==> src/rtl/spi_sample_pkg.sv <==
package spi_sample_pkg;

  typedef enum logic [1:0] {
    ST_IDLE = 2'd0,
    ST_CONV = 2'd1,
    ST_READ = 2'd2
  } seqState_t;

  // strobes from the sequencer to the shift datapath
  typedef struct packed {
    logic sample;  // capture sdi this cycle
    logic emit;    // this capture completes a word
    logic last;    // this word closes the frame
  } dpCtl_t;

endpackage

==> src/rtl/spi_sample_dp.sv <==
module spi_sample_dp
  import spi_sample_pkg::*;
#(
  parameter int WORD_W = 16
) (
  input  logic              clk,
  input  logic              rstN,
  input  logic              sdi,
  input  dpCtl_t            dpCtl,
  output logic              wordValid,
  output logic [WORD_W-1:0] wordData,
  output logic              wordLast
);

  logic [WORD_W-1:0] shiftReg;
  logic [WORD_W-1:0] shiftNext;

  assign shiftNext = {shiftReg[WORD_W-2:0], sdi};

  always_ff @(posedge clk or negedge rstN) begin
    if (!rstN) begin
      shiftReg <= '0;
    end else if (dpCtl.sample) begin
      shiftReg <= shiftNext;
    end
  end

  always_ff @(posedge clk or negedge rstN) begin
    if (!rstN) begin
      wordValid <= 1'b0;
      wordData  <= '0;
      wordLast  <= 1'b0;
    end else begin
      wordValid <= dpCtl.sample && dpCtl.emit;
      if (dpCtl.sample && dpCtl.emit) begin
        wordData <= shiftNext;
        wordLast <= dpCtl.last;
      end
    end
  end

endmodule

==> src/rtl/spi_sample_ctrl_seq.sv <==
module spi_sample_ctrl_seq
  import spi_sample_pkg::*;
#(
  parameter int WORD_W    = 16,
  parameter int MAX_DEV   = 4,
  parameter int PERIOD_W  = 16,
  parameter int DIV_W     = 8,
  parameter int CFG_DEV_W = 4
) (
  input  logic                 clk,
  input  logic                 rstN,
  input  logic [PERIOD_W-1:0]  cfgPeriod,
  input  logic [DIV_W-1:0]     cfgDiv,
  input  logic [CFG_DEV_W-1:0] cfgDevices,
  input  logic                 busyIn,
  output logic                 cnvStart,
  output logic                 csN,
  output logic                 sclk,
  output logic                 overrun,
  output dpCtl_t               dpCtl
);

  localparam int BIT_W = $clog2(WORD_W);
  localparam int DEV_W = $clog2(MAX_DEV + 1);

  seqState_t            state;
  logic [PERIOD_W-1:0]  periodCnt;
  logic [DIV_W-1:0]     halfCnt;
  logic [BIT_W-1:0]     bitIdx;
  logic [DEV_W-1:0]     wordIdx;
  logic [DEV_W-1:0]     devCount;
  logic [DEV_W-1:0]     devEff;
  logic                 busyQ;
  logic                 tick;
  logic                 busyFall;
  logic                 halfDone;
  logic                 fallNow;
  logic                 wordEnd;
  logic                 frameEnd;

  assign tick     = periodCnt >= cfgPeriod;
  assign busyFall = busyQ && !busyIn;
  assign halfDone = halfCnt >= cfgDiv;
  assign fallNow  = (state == ST_READ) && halfDone && sclk;
  assign wordEnd  = bitIdx == BIT_W'(WORD_W - 1);
  assign frameEnd = fallNow && wordEnd && (wordIdx == devCount - DEV_W'(1));

  always_comb begin
    if (cfgDevices == '0) begin
      devEff = DEV_W'(1);
    end else if (cfgDevices > CFG_DEV_W'(MAX_DEV)) begin
      devEff = DEV_W'(MAX_DEV);
    end else begin
      devEff = DEV_W'(cfgDevices);
    end
  end

  always_comb begin
    dpCtl.sample = fallNow;
    dpCtl.emit   = fallNow && wordEnd;
    dpCtl.last   = frameEnd;
  end

  // free-running sample timer
  always_ff @(posedge clk or negedge rstN) begin
    if (!rstN) begin
      periodCnt <= '0;
      busyQ     <= 1'b0;
      cnvStart  <= 1'b0;
      overrun   <= 1'b0;
    end else begin
      periodCnt <= tick ? '0 : periodCnt + 1'b1;
      busyQ     <= busyIn;
      cnvStart  <= tick && (state == ST_IDLE);
      overrun   <= tick && (state != ST_IDLE);
    end
  end

  always_ff @(posedge clk or negedge rstN) begin
    if (!rstN) begin
      state    <= ST_IDLE;
      csN      <= 1'b1;
      sclk     <= 1'b0;
      halfCnt  <= '0;
      bitIdx   <= '0;
      wordIdx  <= '0;
      devCount <= DEV_W'(1);
    end else begin
      unique case (state)
        ST_IDLE: begin
          if (tick) begin
            devCount <= devEff;
            state    <= ST_CONV;
          end
        end
        ST_CONV: begin
          if (busyFall) begin
            state   <= ST_READ;
            csN     <= 1'b0;
            sclk    <= 1'b0;
            halfCnt <= '0;
            bitIdx  <= '0;
            wordIdx <= '0;
          end
        end
        ST_READ: begin
          if (halfDone) begin
            halfCnt <= '0;
            sclk    <= !sclk;
            if (sclk) begin
              bitIdx <= wordEnd ? '0 : bitIdx + 1'b1;
              if (wordEnd) begin
                wordIdx <= wordIdx + 1'b1;
              end
              if (frameEnd) begin
                state <= ST_IDLE;
                csN   <= 1'b1;
              end
            end
          end else begin
            halfCnt <= halfCnt + 1'b1;
          end
        end
        default: state <= ST_IDLE;
      endcase
    end
  end

endmodule

==> src/rtl/spi_sample_ctrl.sv <==
module spi_sample_ctrl
  import spi_sample_pkg::*;
#(
  parameter int MAX_DEV   = 4,
  parameter int PERIOD_W  = 16,
  parameter int DIV_W     = 8,
  parameter int CFG_DEV_W = 4
) (
  input  logic                 clk,
  input  logic                 rstN,
  input  logic [PERIOD_W-1:0]  cfgPeriod,
  input  logic [DIV_W-1:0]     cfgDiv,
  input  logic [CFG_DEV_W-1:0] cfgDevices,
  input  logic                 busyIn,
  input  logic                 sdi,
  output logic                 cnvStart,
  output logic                 csN,
  output logic                 sclk,
  output logic                 wordValid,
  output logic [15:0]          wordData,
  output logic                 wordLast,
  output logic                 overrun
);

  localparam int WORD_W = 16;

  dpCtl_t dpCtl;

  spi_sample_ctrl_seq #(
    .WORD_W   (WORD_W),
    .MAX_DEV  (MAX_DEV),
    .PERIOD_W (PERIOD_W),
    .DIV_W    (DIV_W),
    .CFG_DEV_W(CFG_DEV_W)
  ) u_seq (
    .clk       (clk),
    .rstN      (rstN),
    .cfgPeriod (cfgPeriod),
    .cfgDiv    (cfgDiv),
    .cfgDevices(cfgDevices),
    .busyIn    (busyIn),
    .cnvStart  (cnvStart),
    .csN       (csN),
    .sclk      (sclk),
    .overrun   (overrun),
    .dpCtl     (dpCtl)
  );

  spi_sample_dp #(
    .WORD_W(WORD_W)
  ) u_dp (
    .clk      (clk),
    .rstN     (rstN),
    .sdi      (sdi),
    .dpCtl    (dpCtl),
    .wordValid(wordValid),
    .wordData (wordData),
    .wordLast (wordLast)
  );

endmodule

==> config.mk <==
export PLATFORM = sky130hd
export DESIGN_NAME = spi_sample_ctrl
export DESIGN_NICKNAME = d
export VERILOG_FILES = /design/src/rtl/spi_sample_pkg.sv /design/src/rtl/spi_sample_dp.sv /design/src/rtl/spi_sample_ctrl_seq.sv /design/src/rtl/spi_sample_ctrl.sv
export SDC_FILE = /design/constraint.sdc
export NUM_CORES = 1
export LEC_CHECK = 0
export BUFFER_PORTS_ARGS = -buffer_cell sky130_fd_sc_hd__buf_4
export CORE_ASPECT_RATIO = 0.7
export CORE_UTILIZATION = 62
export DETAILED_ROUTE_END_ITERATION = 10
export PLACE_DENSITY = 0.92
export SLEW_MARGIN = 20
export SYNTH_ARGS = -nofsm -noshare
export SYNTH_HDL_FRONTEND = slang
export SYNTH_SLANG_ARGS = --single-unit
==> constraint.sdc <==
create_clock -name clk -period 6.45 [get_ports clk]
set_input_delay 0.645 -clock clk [delete_from_list [all_inputs] [get_ports clk]]
set_output_delay 0.645 -clock clk [all_outputs]
set_load 0.01 [all_outputs]
# Yosys cells after proc, flatten, opt, wreduce, memory -nomap -nowiden

Cells that the tools add are included.

Logic and storage cells: 83
Input port bits: 32
Register bits: 74
Output and inout bits: 22

$add $sub $neg: 5
Order comparisons: 3
Equality and inequality tests: 10
Reduce and logical (&&, ||, !) cells: 21
Multiplexer cells: 29

Operator list:

| kind                  | number |
|---|---|
| $mux 3                | 6 |
| $add 16x1->16 const B | 1 |
| $ge 16x16->1          | 1 |
| $mux 16               | 1 |
| $mux 4                | 4 |
| $mux 8                | 2 |
| $pmux 8 s2            | 1 |
| $reduce_and 5->1      | 3 |
| $ne 2x1->1 const B    | 6 |
| $mux 2                | 5 |
| $add 8x1->8 const B   | 1 |
| $ge 8x8->1            | 1 |
| $logic_and 1x1->1     | 8 |
| $pmux 4 s2            | 1 |
| $pmux 2 s3            | 1 |
| $pmux 3 s2            | 1 |
| $mux 1                | 5 |
| $add 4x1->4 const B   | 1 |
| $eq 4x4->1 const B    | 1 |
| $gt 4x3->1 const B    | 1 |
| $logic_not 4->1       | 1 |
| $pmux 1 s2            | 2 |
| $reduce_and 2->1      | 2 |
| $reduce_and 4->1      | 1 |
| other kinds (9)       | 11 |

# Depth between registers and ports, before layout

Gate-level depths: netlist (run 1).

Depth after elaboration: 9
Gate-level depth with buffers: 10
Mapped depth without buffers: 8

# Hierarchy

Synthesis (run 1) repeated with hierarchy kept, for this count alone.

Cells, all modules: 381
Area, all modules: 4110.2 µm²

Modules (own cells, without submodules):

| module              | sequential area each (µm²) | times used | area an instance (µm²) | cells each |
|---|---|---|---|---|
| spi_sample_ctrl_seq | 1028.5                     | 1          | 2827.7                 | 311 |
| spi_sample_dp       | 825.8                      | 1          | 1282.5                 | 70 |

# Worst setup path before layout (run 1)

OpenSTA, ideal clock, no wires.

Kind: input to register
Start: input port cfgDiv[0]
End: register u_dp.wordData[15]
Stages on the path: 9
Data required time: 6323 ps
Path buffers: 2
Path slack: 3818 ps
Arrival: 2505 ps
Setup time: 127 ps
Path through: ha_1 > nand2b_4 > a2111oi_4 > o31ai_4 > and2_1 > buf_2 > nand2_4 > buf_6 > mux2_1

Word-level cells in the longest chain between the ends: 5

Ends and longest elaborated chain:

| element                           | line                      | text |
|---|---|---|
| start: declaration                | spi_sample_ctrl.sv:12     | `input logic [DIV_W-1:0] cfgDiv,` |
| $ge 8x8->1 *                      | spi_sample_ctrl_seq.sv:43 | `assign halfDone = halfCnt >= cfgDiv;` |
| $logic_and 1x1->1 * (2 in series) | spi_sample_ctrl_seq.sv:44 | `assign fallNow = (state == ST_READ) && halfDone && sclk;` |
| $logic_and 1x1->1                 | spi_sample_ctrl_seq.sv:60 | `dpCtl.emit = fallNow && wordEnd;` |
| $logic_and 1x1->1 *               | spi_sample_dp.sv:35       | `if (dpCtl.sample && dpCtl.emit) begin` |
| end signal: assignment            | spi_sample_dp.sv:36       | `wordData <= shiftNext;` |
| end: declaration                  | spi_sample_dp.sv:11       | `output logic [WORD_W-1:0] wordData,` |

Every way passes the cells marked *; elsewhere a longest branch is shown, timed or not.
A chain may end at the register's enable or synchronous reset.

# Worst setup path after layout (run 1)

Start: register u_seq.halfCnt[0]
End: register u_dp.shiftReg[3]

Word-level cells in the longest chain between the ends: 3

Ends and longest elaborated chain:

| element                         | line                       | text |
|---|---|---|
| start: declaration              | spi_sample_ctrl_seq.sv:28  | `logic [DIV_W-1:0] halfCnt;` |
| start signal: assignment        | spi_sample_ctrl_seq.sv:121 | `halfCnt <= halfCnt + 1'b1;` |
| $ge 8x8->1                      | spi_sample_ctrl_seq.sv:43  |  |
| $logic_and 1x1->1 (2 in series) | spi_sample_ctrl_seq.sv:44  |  |
| end signal: assignment          | spi_sample_dp.sv:24        | `shiftReg <= shiftNext;` |
| end: declaration                | spi_sample_dp.sv:15        | `logic [WORD_W-1:0] shiftReg;` |

No other way between the ends.

==> results of run 1 <==
## Yosys cell counts, drive strengths merged, types with 6 or more instances
cell | instances | share of area (%)
dfrtp | 72 | 45
inv | 39 | 3.7
mux2 | 34 | 11
ha | 33 | 10
nor2 | 27 | 2.5
nand2 | 26 | 2.6
o21ai | 20 | 2.5
nand3 | 16 | 2.0
a21oi | 12 | 1.5
xnor2 | 10 | 2.2
and3 | 9 | 1.4
buf | 6 | 1.1
mux2i | 6 | 1.5
nand2b | 6 | 1.1
xor2 | 6 | 1.3
## sequential cells by signal (all words and copies together), names as in the netlist, 2 cells and up
name and count:
u_dp.shiftReg 15, u_dp.wordData 16, u_seq.bitIdx 4, u_seq.devCount 3, u_seq.halfCnt 8, u_seq.periodCnt 16, u_seq.state 2, u_seq.wordIdx 3
## power groups by stage
stage               Sequential (mW)  Clock [mW]  Combinational [mW]
finish                        0.588       0.343               0.323
global route                  0.594       0.364               0.368
CTS                           0.584       0.347               0.321
detailed placement            0.592           0               0.311
global placement              0.587           0               0.292
floorplan                     0.570           0               0.236
## kinds of logic after synthesis
family                   share of synthesized area [%]
adder cells (fa/ha/maj)                           10.3
buffers and inverters                             4.92
AO/OA/AOI/OAI                                     9.66
multiplexers                                      12.0
XOR/XNOR                                          3.51
AND/OR/NAND/NOR                                   13.0
flip-flops                                        46.5
## layout make-up
cell class,count,area [µm²],area share [%]
inverters,39,146,3.15
multi-input cells,249,1950,42.0
clock inverters,3,21.3,0.458
clock buffers,13,169,3.64
repair buffers,54,405,8.74
flip-flops and latches,74,1850,40.0
well taps,78,97.6,2.10
## critical path: stages, from the launching register on
cell	delay (ns)
dfrtp_1	0.42
inv_1	0.06
ha_1	0.27
nand2b_4	0.12
a2111oi_4	0.09
o31ai_4	0.36
and3_1	0.78
mux2_2	0.42
## worst max path at each step
stage                     startpoint                end  slack, ns  cells after the start
finish              u_seq.halfCnt[0]   u_dp.shiftReg[3]       3.81                      7
global route        u_seq.halfCnt[0]   u_dp.shiftReg[1]       3.68                      7
CTS                 u_seq.halfCnt[0]   u_dp.shiftReg[3]       3.81                      7
detailed placement         cfgDiv[7]   u_dp.shiftReg[3]       3.52                      7
global placement           cfgDiv[0]   u_dp.shiftReg[1]       3.61                      7
floorplan                  cfgDiv[0]  u_dp.wordData[15]       3.82                      9
## routing by layer
layer	GRT usage (%)	share of wire (%)	vias to the layer above
met5	0	0	-
met4	11.8	2.5	0
met3	6.80	5.5	25
met2	42.5	48	98
met1	34.5	44	1433
li1	-	-	1395
## metrics by stage
step	hold slack, ns	instance area [µm²]
2_1_floorplan	0.349	3990
3_3_place_gp	0.477	4450
3_5_place_dp	0.482	4450
4_1_cts	0.398	4640
5_1_grt	0.403	4640
6_report	0.408	4640
==> impl_metrics.ini, run 1 <==
[status]
status = finished with violations
failed_checks = design-rule violations

[detailed_routing]
drc = 3
vias = 2951
viasPerCell = 5.79
drt_iter0_drc = 194
firstDrtPassIters = 8
ant_nets = 0
finalWirelength_mm = 8.12
wl_per_cell_um = 15.9

[yosys]
synth_ff_type = dfrtp_1
ys_seq_area_share_pct = 46.5
synth_edf_count = 0
syn-num-nets = 435
syn-cell-area_um2 = 3990
ys_ff_latch = 74
yosys_warnings = 0
synth_cell_types = 46
synthCells = 370
synth-async-reset-ratio_pct = 100
syn_avg_cell_area_um2 = 10.8

[clock_network]
cts_max_path_buffers = 2
cts_resized = 0
cts.clk_slew.worst_paths_ns = 0.08
cts-htree-levels = 3
postCtsSetupRepairBufs = 0
postCtsHoldBufs = 0
cts_tree = done
clk_latency_ns = 0.35
cts-root-buf = clkbuf_8
cts.sinks = 74
numCtsBuffers = 9

[final_layout]
final_cell_mix = dfrtp_1 (72), buf_4 (54), inv_1 (39)
instances_no_fill = 510
final_common_cell = dfrtp_1
areaGrowthSynthToFinish_pct = 16.3
antenna_cells = 0
n_fill_cell = 405
drive_gt1_share_pct = 23.8
nets = 492
utilization_pct = 74.7

[floorplan]
die_y_um = 69.1
chipWidth_um = 97.9
io_pins = 54
core_um2 = 6220
initial_core_util_pct = 64.2
num_rows = 24
die-area_um2 = 6770

[timing]
fin_skew_ns = 0.00677
period_share_pct = 41.0
hold_viol = 0
final_max_slew_viol_count = 0
worst_pin_slew_ns = 0.917
setup_ws_ns = 3.81
layout_min_cycle_time_ns = 2.64
setup_violations = 0
maxSlewHeadroom_pct = 38.9
fin_setup_tns_ns = 0
clock.fmax_mhz = 379
rsz0062_at_grt = no

[critical_path]
r2r_slack_ns = 3.81
reg2reg_to = u_dp.shiftReg[3]
critPathRequiredTime_ns = 6.68
arrival_ns = 2.87
setup.worst_path.end_class = register
crit_type = reg2reg
critPathLaunchType = register
path_max_fanout = 15
r2r_cells = 7
r2r_start = u_seq.halfCnt[0]

[pwr]
combinationalPowerShare_pct = 25.8
p_total_mw = 1.25
power.static_leakage_nw = 2.40
switchingPower_mw = 0.429
clkPwrFrac_pct = 27.4
p_int_mw = 0.825
power_density_nw_per_um2 = 270
power_frac_seq_pct = 46.9
vdd_drop_max_v = 0.000146
p_sw_share_pct = 34.2

[job]
drv_cap = 0

[placement]
place_congestion = 0.831
place_inst = 494
dp_slack_ns = 3.52
hpwl_mm = 5.49
io_buffers = 53

[grt]
grt_pass1_wl_mm = 14.1
grt_pass1_vias = 3055
grt-ovfl-total = 0
grt_antenna_before_repair = 0
grt_max_degree = 75
grt_use_total_pct = 26.6

[hold_path]
hp-class = in2async
Note: power is estimated with default switching activity, not from simulation.
==> run 2, diff against run 1 <==
--- a/config.mk
+++ b/config.mk
@@ -7,9 +7,9 @@
 export LEC_CHECK = 0
 export BUFFER_PORTS_ARGS = -buffer_cell sky130_fd_sc_hd__buf_4
 export CORE_ASPECT_RATIO = 0.7
-export CORE_UTILIZATION = 62
+export CORE_UTILIZATION = 58
 export DETAILED_ROUTE_END_ITERATION = 10
-export PLACE_DENSITY = 0.92
+export PLACE_DENSITY = 0.87
 export SLEW_MARGIN = 20
 export SYNTH_ARGS = -nofsm -noshare
 export SYNTH_HDL_FRONTEND = slang
==> constraint.sdc (replaced) <==
create_clock -name clk -period 2.7 [get_ports clk]
set_input_delay 0.27 -clock clk [delete_from_list [all_inputs] [get_ports clk]]
set_output_delay 0.27 -clock clk [all_outputs]
set_load 0.01 [all_outputs]
==> impl_metrics.ini, run 2 (same netlist as run 1, synthesis figures left out) <==
[status]
status = finished clean

[clock_network]
cts_max_path_buffers = 2
cts.sinks = 74
postCtsSetupRepairBufs = 0
postCtsHoldBufs = 0
cts-root-buf = clkbuf_8
cts-htree-levels = 3
cts_tree = done
clk_latency_ns = 0.36
numCtsBuffers = 9
cts.clk_slew.worst_paths_ns = 0.08

[timing]
period_share_pct = 93.1
hold_viol = 0
clock.fmax_mhz = 398
fin_setup_tns_ns = 0
layout_min_cycle_time_ns = 2.51
final_max_slew_viol_count = 0
setup_violations = 0
maxSlewHeadroom_pct = 38.9
worst_pin_slew_ns = 0.917
rsz0062_at_grt = no
fin_skew_ns = 0.0105

[hold_path]
hold_start = busyIn
holdPathStages = 1
hp-class = in2reg
worst_hold_path.endpoint = u_seq.busyQ

[pwr]
switchingPower_mw = 1.06
combinationalPowerShare_pct = 26.5
power_density_nw_per_um2 = 640
p_sw_share_pct = 35.5
vdd_drop_max_v = 0.000387
power.static_leakage_nw = 2.41
p_int_mw = 1.93
clkPwrFrac_pct = 26.8
power_frac_seq_pct = 46.7
p_total_mw = 2.99

[detailed_routing]
firstDrtPassIters = 5
ant_nets = 0
finalWirelength_mm = 7.72
drt_iter0_drc = 138
wl_per_cell_um = 14.7
vias = 2886
drc = 0
viasPerCell = 5.49

[grt]
grt-ovfl-total = 0
use_met1_pct = 31.2
busiest_layer = met2
grt_antenna_before_repair = 0
grt_max_degree = 75
grt_use_total_pct = 23.8
grt_pass1_wl_mm = 13.2
grt_use_met3_pct = 5.17
grt_pass1_vias = 2900
gr-usage-met2_pct = 38.2

[critical_path]
cp_cell_sequence = inv_1 > ha_1 > nand2b_4 > a2111oi_4 > o31ai_4 > and2_1 > nand2_4 > mux2_1
reg2reg_to = u_dp.wordData[4]
r2r_start = u_seq.halfCnt[0]
critPathRequiredTime_ns = 2.93
crit_type = reg2reg
critPathTopFamily = simple AND/OR/NAND/NOR gates
crit_cells = 8
worst_path_max_delay_cell = a2111oi_4
setup.worst_path.end_class = register
path_max_fanout = 18
critPathLaunchType = register
max_stage_delay_ns = 0.44
arrival_ns = 2.74
r2r_slack_ns = 0.19
r2r_cells = 8
path_buf_inv = 1

[floorplan]
initial_core_util_pct = 62.1
num_rows = 24
core_um2 = 6430
io_pins = 54
die-area_um2 = 7220
chipWidth_um = 101
die_y_um = 71.4

[final_layout]
n_fill_cell = 471
nets = 495
final_area_um2 = 4670
antenna_cells = 0
drive_gt1_share_pct = 24.8
final_common_cell = dfrtp_1
top_regs = u_dp.wordData: 16 flops, u_seq.periodCnt: 16 flops, u_dp.shiftReg: 15 flops
final_cell_mix = dfrtp_1 (72), buf_4 (57), inv_1 (39)
areaGrowthSynthToFinish_pct = 17.1

[placement]
placed_area_um2 = 4490
place_congestion = 0.829
hpwl_mm = 5.67
io_buffers = 53

[job]
drv_cap = 0
run 2: cell types whose count changed in the layout (fill, tap and decap cells not counted), sizes merged:
cell / change
buf: +3
clkbuf: -4
clkinvlp: +1
inv: +3
run 2: metrics by stage:
step                cells  setup WS, ns  hold WS [ns]  util, %
global placement      510         0.169         0.387     69.9
detailed placement    510        0.0677         0.390     69.9
global route          526        0.0609       0.00866     72.7
floorplan             370         0.304       -0.0256        -
CTS                   526        0.0355       0.00986     72.7
finish                526         0.187        0.0232     72.7
run 2: final cells by class:
type                            instances  area (µm²)  share of cell area [%]
Multi-Input combinational cell        249        1950                    41.7
Inverter                               39         146                    3.13
Tap cell                               91         114                    2.44
Clock buffer                            9         124                    2.65
Timing Repair Buffer                   57         428                    9.16
Clock inverter                          7        57.6                    1.23
Sequential cell                        74        1850                    39.7
run 2: worst max-delay path by stage:
stage                     start                end
3_5_place_dp   u_seq.halfCnt[0]   u_dp.shiftReg[3]
3_3_place_gp   u_seq.halfCnt[0]   u_dp.shiftReg[1]
2_1_floorplan  u_seq.halfCnt[0]  u_dp.wordData[15]
4_1_cts        u_seq.halfCnt[0]   u_dp.shiftReg[3]
5_1_grt        u_seq.halfCnt[0]      u_dp.wordLast
6_report       u_seq.halfCnt[0]   u_dp.wordData[4]
run 2: power groups by stage:
stage	combinational, mW	sequential, mW	clock [mW]
after floorplan	0.563	1.36	0
after detailed placement	0.783	1.41	0
final	0.792	1.40	0.802
after global routing	0.896	1.41	0.863
after CTS	0.793	1.39	0.821
after global placement	0.731	1.40	0
run 2: what timing repair did:
action,CTS,global route
resized for setup,0,1
endpoints found under the setup margin,0,15
endpoints found under the hold margin,0,0
run 2: routing by layer:
layer / vias to the layer above / wire length [µm]
li1: 1401 / -
met1: 1390 / 3560
met2: 79 / 3660
met5: - / 0
met3: 16 / 313
met4: 0 / 186
